===== config.mk =====
export PLATFORM = sky130hd
export DESIGN_NAME = i2c_ptr_slave
export DESIGN_NICKNAME = d
export VERILOG_FILES = /design/src/rtl/i2cs_pkg.sv /design/src/rtl/i2cs_line_filter.sv /design/src/rtl/i2cs_bus_events.sv /design/src/rtl/i2cs_xfer_fsm.sv /design/src/rtl/i2c_ptr_slave.sv
export SDC_FILE = /design/constraint.sdc
export NUM_CORES = 1
export LEC_CHECK = 0
export BUFFER_PORTS_ARGS = -buffer_cell sky130_fd_sc_hd__buf_2
export CORE_ASPECT_RATIO = 1.75
export CORE_MARGIN = 3
export CORE_UTILIZATION = 45
export DETAILED_ROUTE_END_ITERATION = 12
export PLACE_DENSITY_LB_ADDON = 0.2
export SYNTH_ARGS = -nofsm -noshare
export SYNTH_HDL_FRONTEND = slang
export SYNTH_HIERARCHICAL = 1
export SYNTH_SLANG_ARGS = --single-unit

===== constraint.sdc =====
create_clock -name clk -period 4.4 [get_ports clk]
set_clock_uncertainty 0.2 [all_clocks]
set_input_delay 0.44 -clock clk [delete_from_list [all_inputs] [get_ports clk]]
set_output_delay 0.44 -clock clk [all_outputs]
set_load 0.1 [all_outputs]

===== src/rtl/i2cs_pkg.sv =====
package i2cs_pkg;
  typedef enum logic [2:0] {
    ST_IDLE,
    ST_DEV,
    ST_AHI,
    ST_ALO,
    ST_WR,
    ST_RD
  } xfer_st_t;

  typedef enum logic [1:0] {
    RP_DATA,
    RP_REL,
    RP_MACK,
    RP_LOAD
  } rd_ph_t;

  localparam int BYTE_W = 8;
endpackage


===== src/rtl/i2cs_line_filter.sv =====
module i2cs_line_filter #(
  parameter int SYNC_STAGES = 2,
  parameter int FILT_TAPS   = 3
) (
  input  logic clk,
  input  logic rst_n,
  input  logic raw_i,
  output logic clean_o
);
  localparam int HALF = FILT_TAPS / 2;

  logic [SYNC_STAGES-1:0] sync_q;
  logic [FILT_TAPS-1:0]   hist_q;

  // idle bus level is high, so everything resets to ones
  always_ff @(posedge clk or negedge rst_n) begin
    if (!rst_n) begin
      sync_q  <= '1;
      hist_q  <= '1;
      clean_o <= 1'b1;
    end else begin
      sync_q  <= {sync_q[SYNC_STAGES-2:0], raw_i};
      hist_q  <= {hist_q[FILT_TAPS-2:0], sync_q[SYNC_STAGES-1]};
      clean_o <= ($countones(hist_q) > HALF);
    end
  end
endmodule


===== src/rtl/i2cs_bus_events.sv =====
module i2cs_bus_events (
  input  logic clk,
  input  logic rst_n,
  input  logic scl_c,
  input  logic sda_c,
  output logic scl_rise,
  output logic scl_fall,
  output logic start_ev,
  output logic stop_ev
);
  logic scl_q, sda_q;

  always_ff @(posedge clk or negedge rst_n) begin
    if (!rst_n) begin
      scl_q <= 1'b1;
      sda_q <= 1'b1;
    end else begin
      scl_q <= scl_c;
      sda_q <= sda_c;
    end
  end

  assign scl_rise = scl_c & ~scl_q;
  assign scl_fall = ~scl_c & scl_q;
  // SDA moving while SCL stays high marks a bus condition
  assign start_ev = scl_c & scl_q & sda_q & ~sda_c;
  assign stop_ev  = scl_c & scl_q & ~sda_q & sda_c;
endmodule


===== src/rtl/i2cs_xfer_fsm.sv =====
module i2cs_xfer_fsm
  import i2cs_pkg::*;
#(
  parameter int         ADDR_W   = 15,
  parameter logic [6:0] DEV_ADDR = 7'h68
) (
  input  logic              clk,
  input  logic              rst_n,
  input  logic              pfail_i,
  input  logic              scl_rise,
  input  logic              scl_fall,
  input  logic              start_ev,
  input  logic              stop_ev,
  input  logic              sda_c,
  input  logic [BYTE_W-1:0] mem_rdata,
  output logic              sda_oe,
  output logic [ADDR_W-1:0] mem_addr,
  output logic [BYTE_W-1:0] mem_wdata,
  output logic              mem_we,
  output logic              rd_active,
  output logic              stop_seen
);
  localparam int HI_W = ADDR_W - BYTE_W;

  xfer_st_t          st;
  rd_ph_t            rph;
  logic [2:0]        cnt;
  logic [BYTE_W-1:0] rx_sh;
  logic [BYTE_W-1:0] tx_sh;
  logic [HI_W-1:0]   ptr_hi;
  logic [ADDR_W-1:0] ptr;
  logic              ack_pend;
  logic              in_ack;
  logic              rw_bit;
  logic [BYTE_W-1:0] rx_next;

  assign rx_next   = {rx_sh[BYTE_W-2:0], sda_c};
  assign mem_addr  = ptr;
  assign rd_active = (st == ST_RD);

  always_ff @(posedge clk or negedge rst_n) begin
    if (!rst_n) begin
      st        <= ST_IDLE;
      rph       <= RP_DATA;
      cnt       <= '0;
      rx_sh     <= '0;
      tx_sh     <= '0;
      ptr_hi    <= '0;
      ptr       <= '0;
      ack_pend  <= 1'b0;
      in_ack    <= 1'b0;
      rw_bit    <= 1'b0;
      sda_oe    <= 1'b0;
      mem_we    <= 1'b0;
      mem_wdata <= '0;
      stop_seen <= 1'b0;
    end else begin
      mem_we    <= 1'b0;
      stop_seen <= 1'b0;
      if (pfail_i) begin
        st       <= ST_IDLE;
        rph      <= RP_DATA;
        ptr      <= '0;
        cnt      <= '0;
        sda_oe   <= 1'b0;
        ack_pend <= 1'b0;
        in_ack   <= 1'b0;
      end else if (start_ev) begin
        st       <= ST_DEV;
        rph      <= RP_DATA;
        cnt      <= '0;
        sda_oe   <= 1'b0;
        ack_pend <= 1'b0;
        in_ack   <= 1'b0;
      end else if (stop_ev) begin
        st        <= ST_IDLE;
        rph       <= RP_DATA;
        sda_oe    <= 1'b0;
        ack_pend  <= 1'b0;
        in_ack    <= 1'b0;
        stop_seen <= 1'b1;
      end else begin
        case (st)
          ST_IDLE: ;
          ST_RD: begin
            if (scl_rise) begin
              case (rph)
                RP_DATA: begin
                  if (cnt == 3'd7) begin
                    cnt <= '0;
                    rph <= RP_REL;
                  end else begin
                    cnt <= cnt + 3'd1;
                  end
                end
                RP_MACK: begin
                  if (!sda_c) begin
                    ptr <= ptr + 1'b1;
                    rph <= RP_LOAD;
                  end else begin
                    st  <= ST_IDLE;
                    rph <= RP_DATA;
                  end
                end
                default: ;
              endcase
            end else if (scl_fall) begin
              case (rph)
                RP_DATA: begin
                  sda_oe <= ~tx_sh[BYTE_W-1];
                  tx_sh  <= {tx_sh[BYTE_W-2:0], 1'b0};
                end
                RP_REL: begin
                  sda_oe <= 1'b0;
                  rph    <= RP_MACK;
                end
                RP_LOAD: begin
                  sda_oe <= ~mem_rdata[BYTE_W-1];
                  tx_sh  <= {mem_rdata[BYTE_W-2:0], 1'b0};
                  rph    <= RP_DATA;
                end
                default: ;
              endcase
            end
          end
          default: begin
            if (scl_rise && !in_ack) begin
              rx_sh <= rx_next;
              cnt   <= cnt + 3'd1;
              if (cnt == 3'd7) begin
                case (st)
                  ST_DEV: begin
                    if (rx_next[7:1] == DEV_ADDR) begin
                      ack_pend <= 1'b1;
                      rw_bit   <= rx_next[0];
                    end else begin
                      st <= ST_IDLE;
                    end
                  end
                  ST_AHI: begin
                    ptr_hi   <= rx_next[HI_W-1:0];
                    ack_pend <= 1'b1;
                  end
                  ST_ALO: begin
                    ptr      <= {ptr_hi, rx_next};
                    ack_pend <= 1'b1;
                  end
                  ST_WR: begin
                    mem_we    <= 1'b1;
                    mem_wdata <= rx_next;
                    ack_pend  <= 1'b1;
                  end
                  default: ;
                endcase
              end
            end else if (scl_rise && in_ack) begin
              if (st == ST_WR) ptr <= ptr + 1'b1;
            end else if (scl_fall && ack_pend) begin
              sda_oe   <= 1'b1;
              ack_pend <= 1'b0;
              in_ack   <= 1'b1;
            end else if (scl_fall && in_ack) begin
              in_ack <= 1'b0;
              cnt    <= '0;
              case (st)
                ST_DEV: begin
                  if (rw_bit) begin
                    st     <= ST_RD;
                    rph    <= RP_DATA;
                    sda_oe <= ~mem_rdata[BYTE_W-1];
                    tx_sh  <= {mem_rdata[BYTE_W-2:0], 1'b0};
                  end else begin
                    st     <= ST_AHI;
                    sda_oe <= 1'b0;
                  end
                end
                ST_AHI: begin
                  st     <= ST_ALO;
                  sda_oe <= 1'b0;
                end
                default: begin
                  st     <= ST_WR;
                  sda_oe <= 1'b0;
                end
              endcase
            end
          end
        endcase
      end
    end
  end
endmodule


===== src/rtl/i2c_ptr_slave.sv =====
module i2c_ptr_slave #(
  parameter int         ADDR_W      = 15,
  parameter logic [6:0] DEV_ADDR    = 7'h68,
  parameter int         SYNC_STAGES = 2,
  parameter int         FILT_TAPS   = 3
) (
  input  logic              clk,
  input  logic              rst_n,
  input  logic              scl_i,
  input  logic              sda_i,
  output logic              sda_oe_o,
  input  logic              pfail_i,
  output logic [ADDR_W-1:0] mem_addr_o,
  output logic [7:0]        mem_wdata_o,
  output logic              mem_we_o,
  input  logic [7:0]        mem_rdata_i,
  output logic              rd_active_o,
  output logic              stop_seen_o
);
  localparam int N_LINES = 2;

  logic [N_LINES-1:0] raw_lines;
  logic [N_LINES-1:0] clean_lines;
  logic scl_rise, scl_fall, start_ev, stop_ev;

  assign raw_lines = {sda_i, scl_i};

  for (genvar g = 0; g < N_LINES; g++) begin : g_line
    i2cs_line_filter #(
      .SYNC_STAGES(SYNC_STAGES),
      .FILT_TAPS  (FILT_TAPS)
    ) u_filt (
      .clk    (clk),
      .rst_n  (rst_n),
      .raw_i  (raw_lines[g]),
      .clean_o(clean_lines[g])
    );
  end

  i2cs_bus_events u_events (
    .clk     (clk),
    .rst_n   (rst_n),
    .scl_c   (clean_lines[0]),
    .sda_c   (clean_lines[1]),
    .scl_rise(scl_rise),
    .scl_fall(scl_fall),
    .start_ev(start_ev),
    .stop_ev (stop_ev)
  );

  i2cs_xfer_fsm #(
    .ADDR_W  (ADDR_W),
    .DEV_ADDR(DEV_ADDR)
  ) u_fsm (
    .clk      (clk),
    .rst_n    (rst_n),
    .pfail_i  (pfail_i),
    .scl_rise (scl_rise),
    .scl_fall (scl_fall),
    .start_ev (start_ev),
    .stop_ev  (stop_ev),
    .sda_c    (clean_lines[1]),
    .mem_rdata(mem_rdata_i),
    .sda_oe   (sda_oe_o),
    .mem_addr (mem_addr_o),
    .mem_wdata(mem_wdata_o),
    .mem_we   (mem_we_o),
    .rd_active(rd_active_o),
    .stop_seen(stop_seen_o)
  );
endmodule


# ---- Word-level counts from Yosys, hierarchy flattened
# Cells that the tools add are included.
dict set report word_totals {
  ff_bits 73
  input_bits 13
  wordCells 244
}
dict set report op_classes {
  n_mux 106
  order_cmp 2
  n_reduce_logical 34
  add_sub_neg 6
  n_eq_ne 56
  bitwise 18
}
# cell n
set ops {}
lappend ops {{$mux W15} 11}
lappend ops {{$mux W3} 24}
lappend ops {{$add A32 B1 Y32} 2}
lappend ops {{$gt A32 B2 Y1 const B} 2}
lappend ops {{$mux W8} 8}
lappend ops {{$mux W1} 38}
lappend ops {{$pmux W8 S2} 2}
lappend ops {{$ne A6 B6 Y1 const B} 5}
lappend ops {{$pmux W15 S2} 1}
lappend ops {{$reduce_bool A5 Y1} 6}
lappend ops {{$reduce_and A7 Y1} 4}
lappend ops {{$mux W2} 13}
lappend ops {{$ne A5 B5 Y1 const B} 5}
lappend ops {{$ne A4 B4 Y1 const B} 5}
lappend ops {{$ne A5 B2 Y1 const B} 4}
lappend ops {{$reduce_and A10 Y1} 2}
lappend ops {{$pmux W3 S2} 3}
lappend ops {{$add A15 B1 Y15 const B} 1}
lappend ops {{$ne A5 B4 Y1 const B} 3}
lappend ops {{$ne A2 B2 Y1 const B} 7}
lappend ops {{$ne A7 B2 Y1 const B} 2}
lappend ops {{$ne A7 B7 Y1 const B} 2}
lappend ops {{$reduce_and A13 Y1} 1}
lappend ops {{$ne A6 B5 Y1 const B} 2}
lappend ops {{34 further kinds} 69}

# ---- Depth between registers and ports, before layout
dict set report logic_depth {
  depth_word 11
  ltp_mapped 9
  ltp_nobuf 7
}

# ---- Hierarchy
# The synthesis kept the hierarchy.
# mod area_per_inst_um2 n_inst cells_per_inst
set by_module_without_submodules {}
lappend by_module_without_submodules {i2cs_xfer_fsm 3244.4 1 337}
lappend by_module_without_submodules {i2cs_line_filter 177.7 2 8}
lappend by_module_without_submodules {i2cs_bus_events 85.1 1 6}

# ---- Least setup slack after synthesis
# No wires, ideal clock.
dict set report synth_timing {
  path_kind {flip-flop to flip-flop}
  start {register u_fsm.st[1]}
  end {register u_fsm.tx_sh[3]}
  required_ns 4.063
  path_stages_with_launch 7
  period_less_slack_ns 2.967
  arrival_time_ns 2.630
  path_buffers 1
  slack_ns 1.433
  path_cell_list {dfrtp_1 > nand3b_1 > inv_2 > clkbuf_1 > nand2_1 > mux2i_1 > a21oi_1}
}
dict set report synth_via {
  elab_chain_cells 3
  word_cells_on_any_way 15
  cone_classes {eq/ne (8); mux (1); bitwise (1); reduce/logical (5)}
}
# item line_no
set synth_rtl {}
lappend synth_rtl {{start, declared} i2cs_xfer_fsm.sv:25} ;# xfer_st_t st;
lappend synth_rtl {{start signal, assigned} i2cs_xfer_fsm.sv:43} ;# st <= ST_IDLE;
lappend synth_rtl {{start signal, assigned} i2cs_xfer_fsm.sv:61} ;# st <= ST_IDLE;
lappend synth_rtl {{start signal, assigned} i2cs_xfer_fsm.sv:69} ;# st <= ST_DEV;
lappend synth_rtl {{$eq A3 B3 Y1 (*)} n/a}
lappend synth_rtl {{via rd_active_o} i2c_ptr_slave.sv:17} ;# output logic rd_active_o,
lappend synth_rtl {{$ne A3 B1 Y1 (no line) (tied with other cells)} n/a}
lappend synth_rtl {{$reduce_and A13 Y1 (no line)} n/a}
lappend synth_rtl {{end signal, assigned} i2cs_xfer_fsm.sv:111} ;# tx_sh <= {tx_sh[BYTE_W-2:0], 1'b0};
lappend synth_rtl {{end signal, assigned} i2cs_xfer_fsm.sv:119} ;# tx_sh <= {mem_rdata[BYTE_W-2:0], 1'b0};
lappend synth_rtl {{end signal, assigned} i2cs_xfer_fsm.sv:171} ;# tx_sh <= {mem_rdata[BYTE_W-2:0], 1'b0};
lappend synth_rtl {{end, declared} i2cs_xfer_fsm.sv:29} ;# logic [BYTE_W-1:0] tx_sh;
# Mark *: on every way through the listed nets, which the timed path passes. The rest lies on a longest branch.
# A chain may end at the register's enable or synchronous reset.

# ---- Worst setup path in the final report
dict set report layout_timing {
  start {register g_line[1].u_filt.clean_o}
  end {register u_fsm.ptr[3] (netlist: u_fsm/mem_addr[3])}
}
dict set report layout_via {
  elab_chain_cells 4
  word_cells_on_any_way 7
  cone_classes {eq/ne (3); bitwise (3); reduce/logical (1)}
}
# item line_no
set layout_rtl {}
lappend layout_rtl {{start, declared} i2cs_line_filter.sv:8} ;# output logic clean_o
lappend layout_rtl {{start signal, assigned} i2cs_line_filter.sv:24} ;# clean_o <= ($countones(hist_q) > HALF);
lappend layout_rtl {{$not A1 Y1} i2cs_bus_events.sv:26} ;# assign start_ev = scl_c & scl_q & sda_q & ~sda_c;
lappend layout_rtl {{$and A1 B1 Y1} i2cs_bus_events.sv:26}
lappend layout_rtl {{via start_ev} i2c_ptr_slave.sv:24} ;# logic scl_rise, scl_fall, start_ev, stop_ev;
lappend layout_rtl {{$ne A2 B2 Y1 (no line)} n/a}
lappend layout_rtl {{$reduce_and A10 Y1 (no line)} n/a}
lappend layout_rtl {{end signal, assigned} i2cs_xfer_fsm.sv:98} ;# ptr <= ptr + 1'b1;
lappend layout_rtl {{end signal, assigned} i2cs_xfer_fsm.sv:145} ;# ptr <= {ptr_hi, rx_next};
lappend layout_rtl {{end signal, assigned} i2cs_xfer_fsm.sv:157} ;# if (st == ST_WR) ptr <= ptr + 1'b1;
lappend layout_rtl {{end, declared} i2cs_xfer_fsm.sv:31} ;# logic [ADDR_W-1:0] ptr;
# The timed path passes the listed nets, and every way through them passes these cells.

==> metrics.md <==
| Metric | Value |
|---|---|
| Cell count after synthesis | 359 |
| Layout cells sized above 1 | 20.9% |
| Sequential fraction of design power | around 46% |
| Starting Density | a little under half |
| Post-synth EDFFs | 0 |
| I/O pin total | 40 |
| Vias in the first global route | between 2000 and 3000 |
| Startpoint types | flop |
| Pint | ~1200 uW |
| Worst rel slew slack | 46.7% |
| Vias | about 3000 |
| First-pass GRT wire length | between 10000 and 15000 um |
| Maximum clock path buffer count | 2 |
| Max-slew violations | 0 |
| DR WL/cell | about 17 um |
| Number of synthesis warnings | 6 |
| Grt total ovfl | 0 |
| DP Wirelength | 6060 um |
| List of most frequent post-synthesis cells | dfrtp_1 (58), a21oi_1 (30), nand2_1 (26) |
| Die Y-Extent | roughly 130 um |
| CP Cell Sequence | and4b_1 > or4_4 > or4_1 > o32ai_1 |
| Clk pin slew, worst setup/hold paths | 50 ps |
| Post-layout min period | around 3100 ps |
| Top-count cell post-synth | dfrtp_1 |
| Final setup violation count | 0 |
| Clock tree sinks | 72 |
| Root Driver | clkbuf_16 |
| Gate power share | approximately 5.7% |
| Total track usage | between 20% and 30% |
| Port bufs | 39 |
| Share of the synthesized area in the top cell type | roughly two fifths |
| Yosys cell types | between 50 and 60 |
| Antenna violations before repair | 0 |
| Outcome | finished clean |
| Sw Ratio | 21.7% |
| DRT iter0 DRCs | 224 |
| Number of buffers created by CTS | 9 |
| Cell taking the most area after synthesis | dfrtp_1 |
| RSZ-0062 raised after global routing | false |
| First-pass DRT Iterations | 4 |
| Worst-path fanout max | 16 |
| Area grow syn2layout | 16.0% |
| Die Area | just over 9000 um2 |
| Final Hold Violating Endpoints | 0 |
| # rows | 43 |
| WP buf/inv | 0 |
| Max Cap Violations | 0 |
| Seq/Total Area, Yosys | approximately half |
| Post-DRT Antenna Nets | 0 |
| Worst slew pin tran | around 800 ps |
| Async SR Flop Fraction | 100% |
| Slowest cell on crit path | or4_1 |
| Max Clk Rate | 325 MHz |
| Syn nets | about 380 |
| Crit path largest cell delay | between 800 and 900 ps |
| DRT Wirelength | approximately 8400 um |
| Worst Path Class, Setup | reg -> reg |
| Gpl congestion | about 0.87 |
| Inserted Diodes | 0 |
| Clock Latency Late Sink | ~330 ps |
| Core Box Area | approximately 8000 um2 |
| Final worst-path cycle share | 69.9% |
| Layout fillers | 743 |
| Largest net degree at the start of global routing | 40 |
| Mapped cell area | between 3000 and 4000 um2 |
| Setup crit end kind | flop |
| Vias per cell | between 5 and 6 |
| NetSw | approximately 330 uW |
| Die width | 74.4 um |
| Nets | between 400 and 500 |
| Top FF cell, synth | dfrtp_1 |
| Clock share of power | between 40% and 50% |
| Finished layout cell area | about 4300 um2 |
| Dpl cell area | just under 4000 um2 |
| Leakage | 0.00196 uW |
| Peak supply drop | between 0.2 and 0.3 mV |
| Critical path arrival | about 3000 ps |
| Worst EP required | about 4400 ps |
| Min-delay worst type | in -> reg |
| TritonCTS clock tree | built |
| Setup TNS | 0 ps |
| Leading cell types by total area after synthesis | dfrtp_1 (39%), dfstp_2 (10%), mux2_1 (7.0%) |
| CTS HTree Levels | 3 |
| Syn Area/Cell | just over 10 um2 |
| Post-route DRC | 0 |
| Power Density | ~350 nW/um2 |
| Synth Register Bits | 72 |
| CP delay by family, top | simple AND/OR/NAND/NOR gates |
-- registers in the layout (all words and copies together) (netlist names) --
name                   flops
u_fsm/in_ack               1
u_fsm/tx_sh                7
u_fsm/mem_we               1
u_fsm/st                   3
u_fsm/cnt                  3
g_line.u_filt/hist_q       6
u_fsm/stop_seen            1
u_fsm/mem_wdata            8
u_fsm/rw_bit               1
u_fsm/rx_sh                7
g_line.u_filt/clean_o      2
g_line.u_filt/sync_q       4
u_fsm/mem_addr            15
u_events/sda_q             1
u_events/scl_q             1
u_fsm/ptr_hi               7
u_fsm/sda_oe               1
u_fsm/rph                  2
u_fsm/ack_pend             1
-- final timing paths --
check,start,endpoint,slack [ps],cells past startpoint
worst max-delay path,g_line[1].u_filt/clean_o,u_fsm/mem_addr[3],1320,4
max in group asynchronous,rst_n,u_fsm/mem_wdata[1],2500,3
worst min register to register,g_line[0].u_filt/sync_q[0],g_line[0].u_filt/sync_q[1],160,0
min in group asynchronous,rst_n,u_fsm/mem_addr[1],520,2
worst min-delay path,mem_rdata_i[0],u_fsm/tx_sh[1],140,3
worst max register to register,g_line[1].u_filt/clean_o,u_fsm/mem_addr[3],1320,4
-- layout make-up --
type	count	area, um2	share of cell area, %
clock buffer	13	260	6.09
clock inverter	3	40.0	0.937
inverter	10	37.5	0.878
multi-input combinational	256	1740	40.7
sequential	72	1820	42.6
tap	90	113	2.64
timing repair buffer	47	263	6.15
-- through the flow --
step	hold slack, ps	utilization [%]	std cells	worst slack, ps	total power [uW]
floorplan	-55.6	-	359	1430	756
global placement	146	49.5	472	1420	792
detailed placement	150	49.5	472	1340	794
CTS	131	53.7	491	1310	1520
global route	161	53.7	491	1220	1570
finish	143	53.7	491	1320	1510
-- logic make-up after synthesis --
logic type      count (synthesis)  share of synthesized area (%)
mux                            36                           10.6
flops                          72                           49.4
buf+inv                        31                           3.46
simple gates                  127                           19.3
fa+ha+maj                       5                           1.70
compound gates                 88                           15.6
-- timing repair --
item                      CTS  global route
buffers inserted            0             0
resized for setup           0             0
hold buffers                3             0
hold endpoints to repair   20             0
-- worst reg2reg max path: cells and delay by family, from the launching register on --
| kind | cells | cell delay, ps |
|---|---|---|
| compound gates | 1 | 410 |
| simple gates | 3 | 1690 |
| flops | 1 | 670 |
-- power by group through the flow --
stage / logic, uW / registers, uW / clock network, uW
finish: 86.2 / 698 / 723
detailed placement: 84.9 / 709 / 0
floorplan: 54.1 / 702 / 0
global route: 98.6 / 700 / 772
CTS: 87.2 / 698 / 738
global placement: 83.7 / 708 / 0
-- layer usage --
| layer | wire length [um] | part of all wire [%] | vias to the layer above | global-route usage, % |
|---|---|---|---|---|
| li1 | - | - | 1387 | - |
| met1 | 3230 | 38 | 1447 | 22.8 |
| met2 | 4500 | 53 | 71 | 32.9 |
| met3 | 280 | 3.3 | 22 | 5.03 |
| met4 | 425 | 5.0 | 0 | 11.7 |
| met5 | 0 | 0 | - | 0 |
-- cells in the final DEF, fill, tap and decap left out, drive strengths merged, types with 2 or more instances in the layout --
cell type | Yosys | final
nor2 | 21 | 21
nor3 | 11 | 11
clkinv | 0 | 2
or4 | 2 | 2
nor4 | 4 | 4
o21a | 2 | 2
and4b | 2 | 2
dfstp | 14 | 14
a211oi | 4 | 4
nor3b | 3 | 3
nand3 | 15 | 15
o32ai | 8 | 8
ha | 5 | 5
buf | 4 | 44
o21ai | 19 | 19
nand4b | 2 | 2
nand4 | 2 | 2
and2 | 4 | 4
a21oi | 30 | 30
or3 | 2 | 2
nor4b | 2 | 2
or3b | 2 | 2
o31a | 3 | 3
clkbuf | 17 | 13
nand2b | 9 | 9
o31ai | 4 | 4
mux2i | 12 | 12
mux2 | 24 | 24
a21o | 2 | 2
a22oi | 3 | 3
nand3b | 3 | 3
nor2b | 13 | 13
o311a | 2 | 2
dlygate4sd3 | 0 | 3
nand2 | 26 | 26
dfrtp | 58 | 58
a311oi | 2 | 2
inv | 10 | 10
Note: power is estimated with default switching activity, not from simulation.
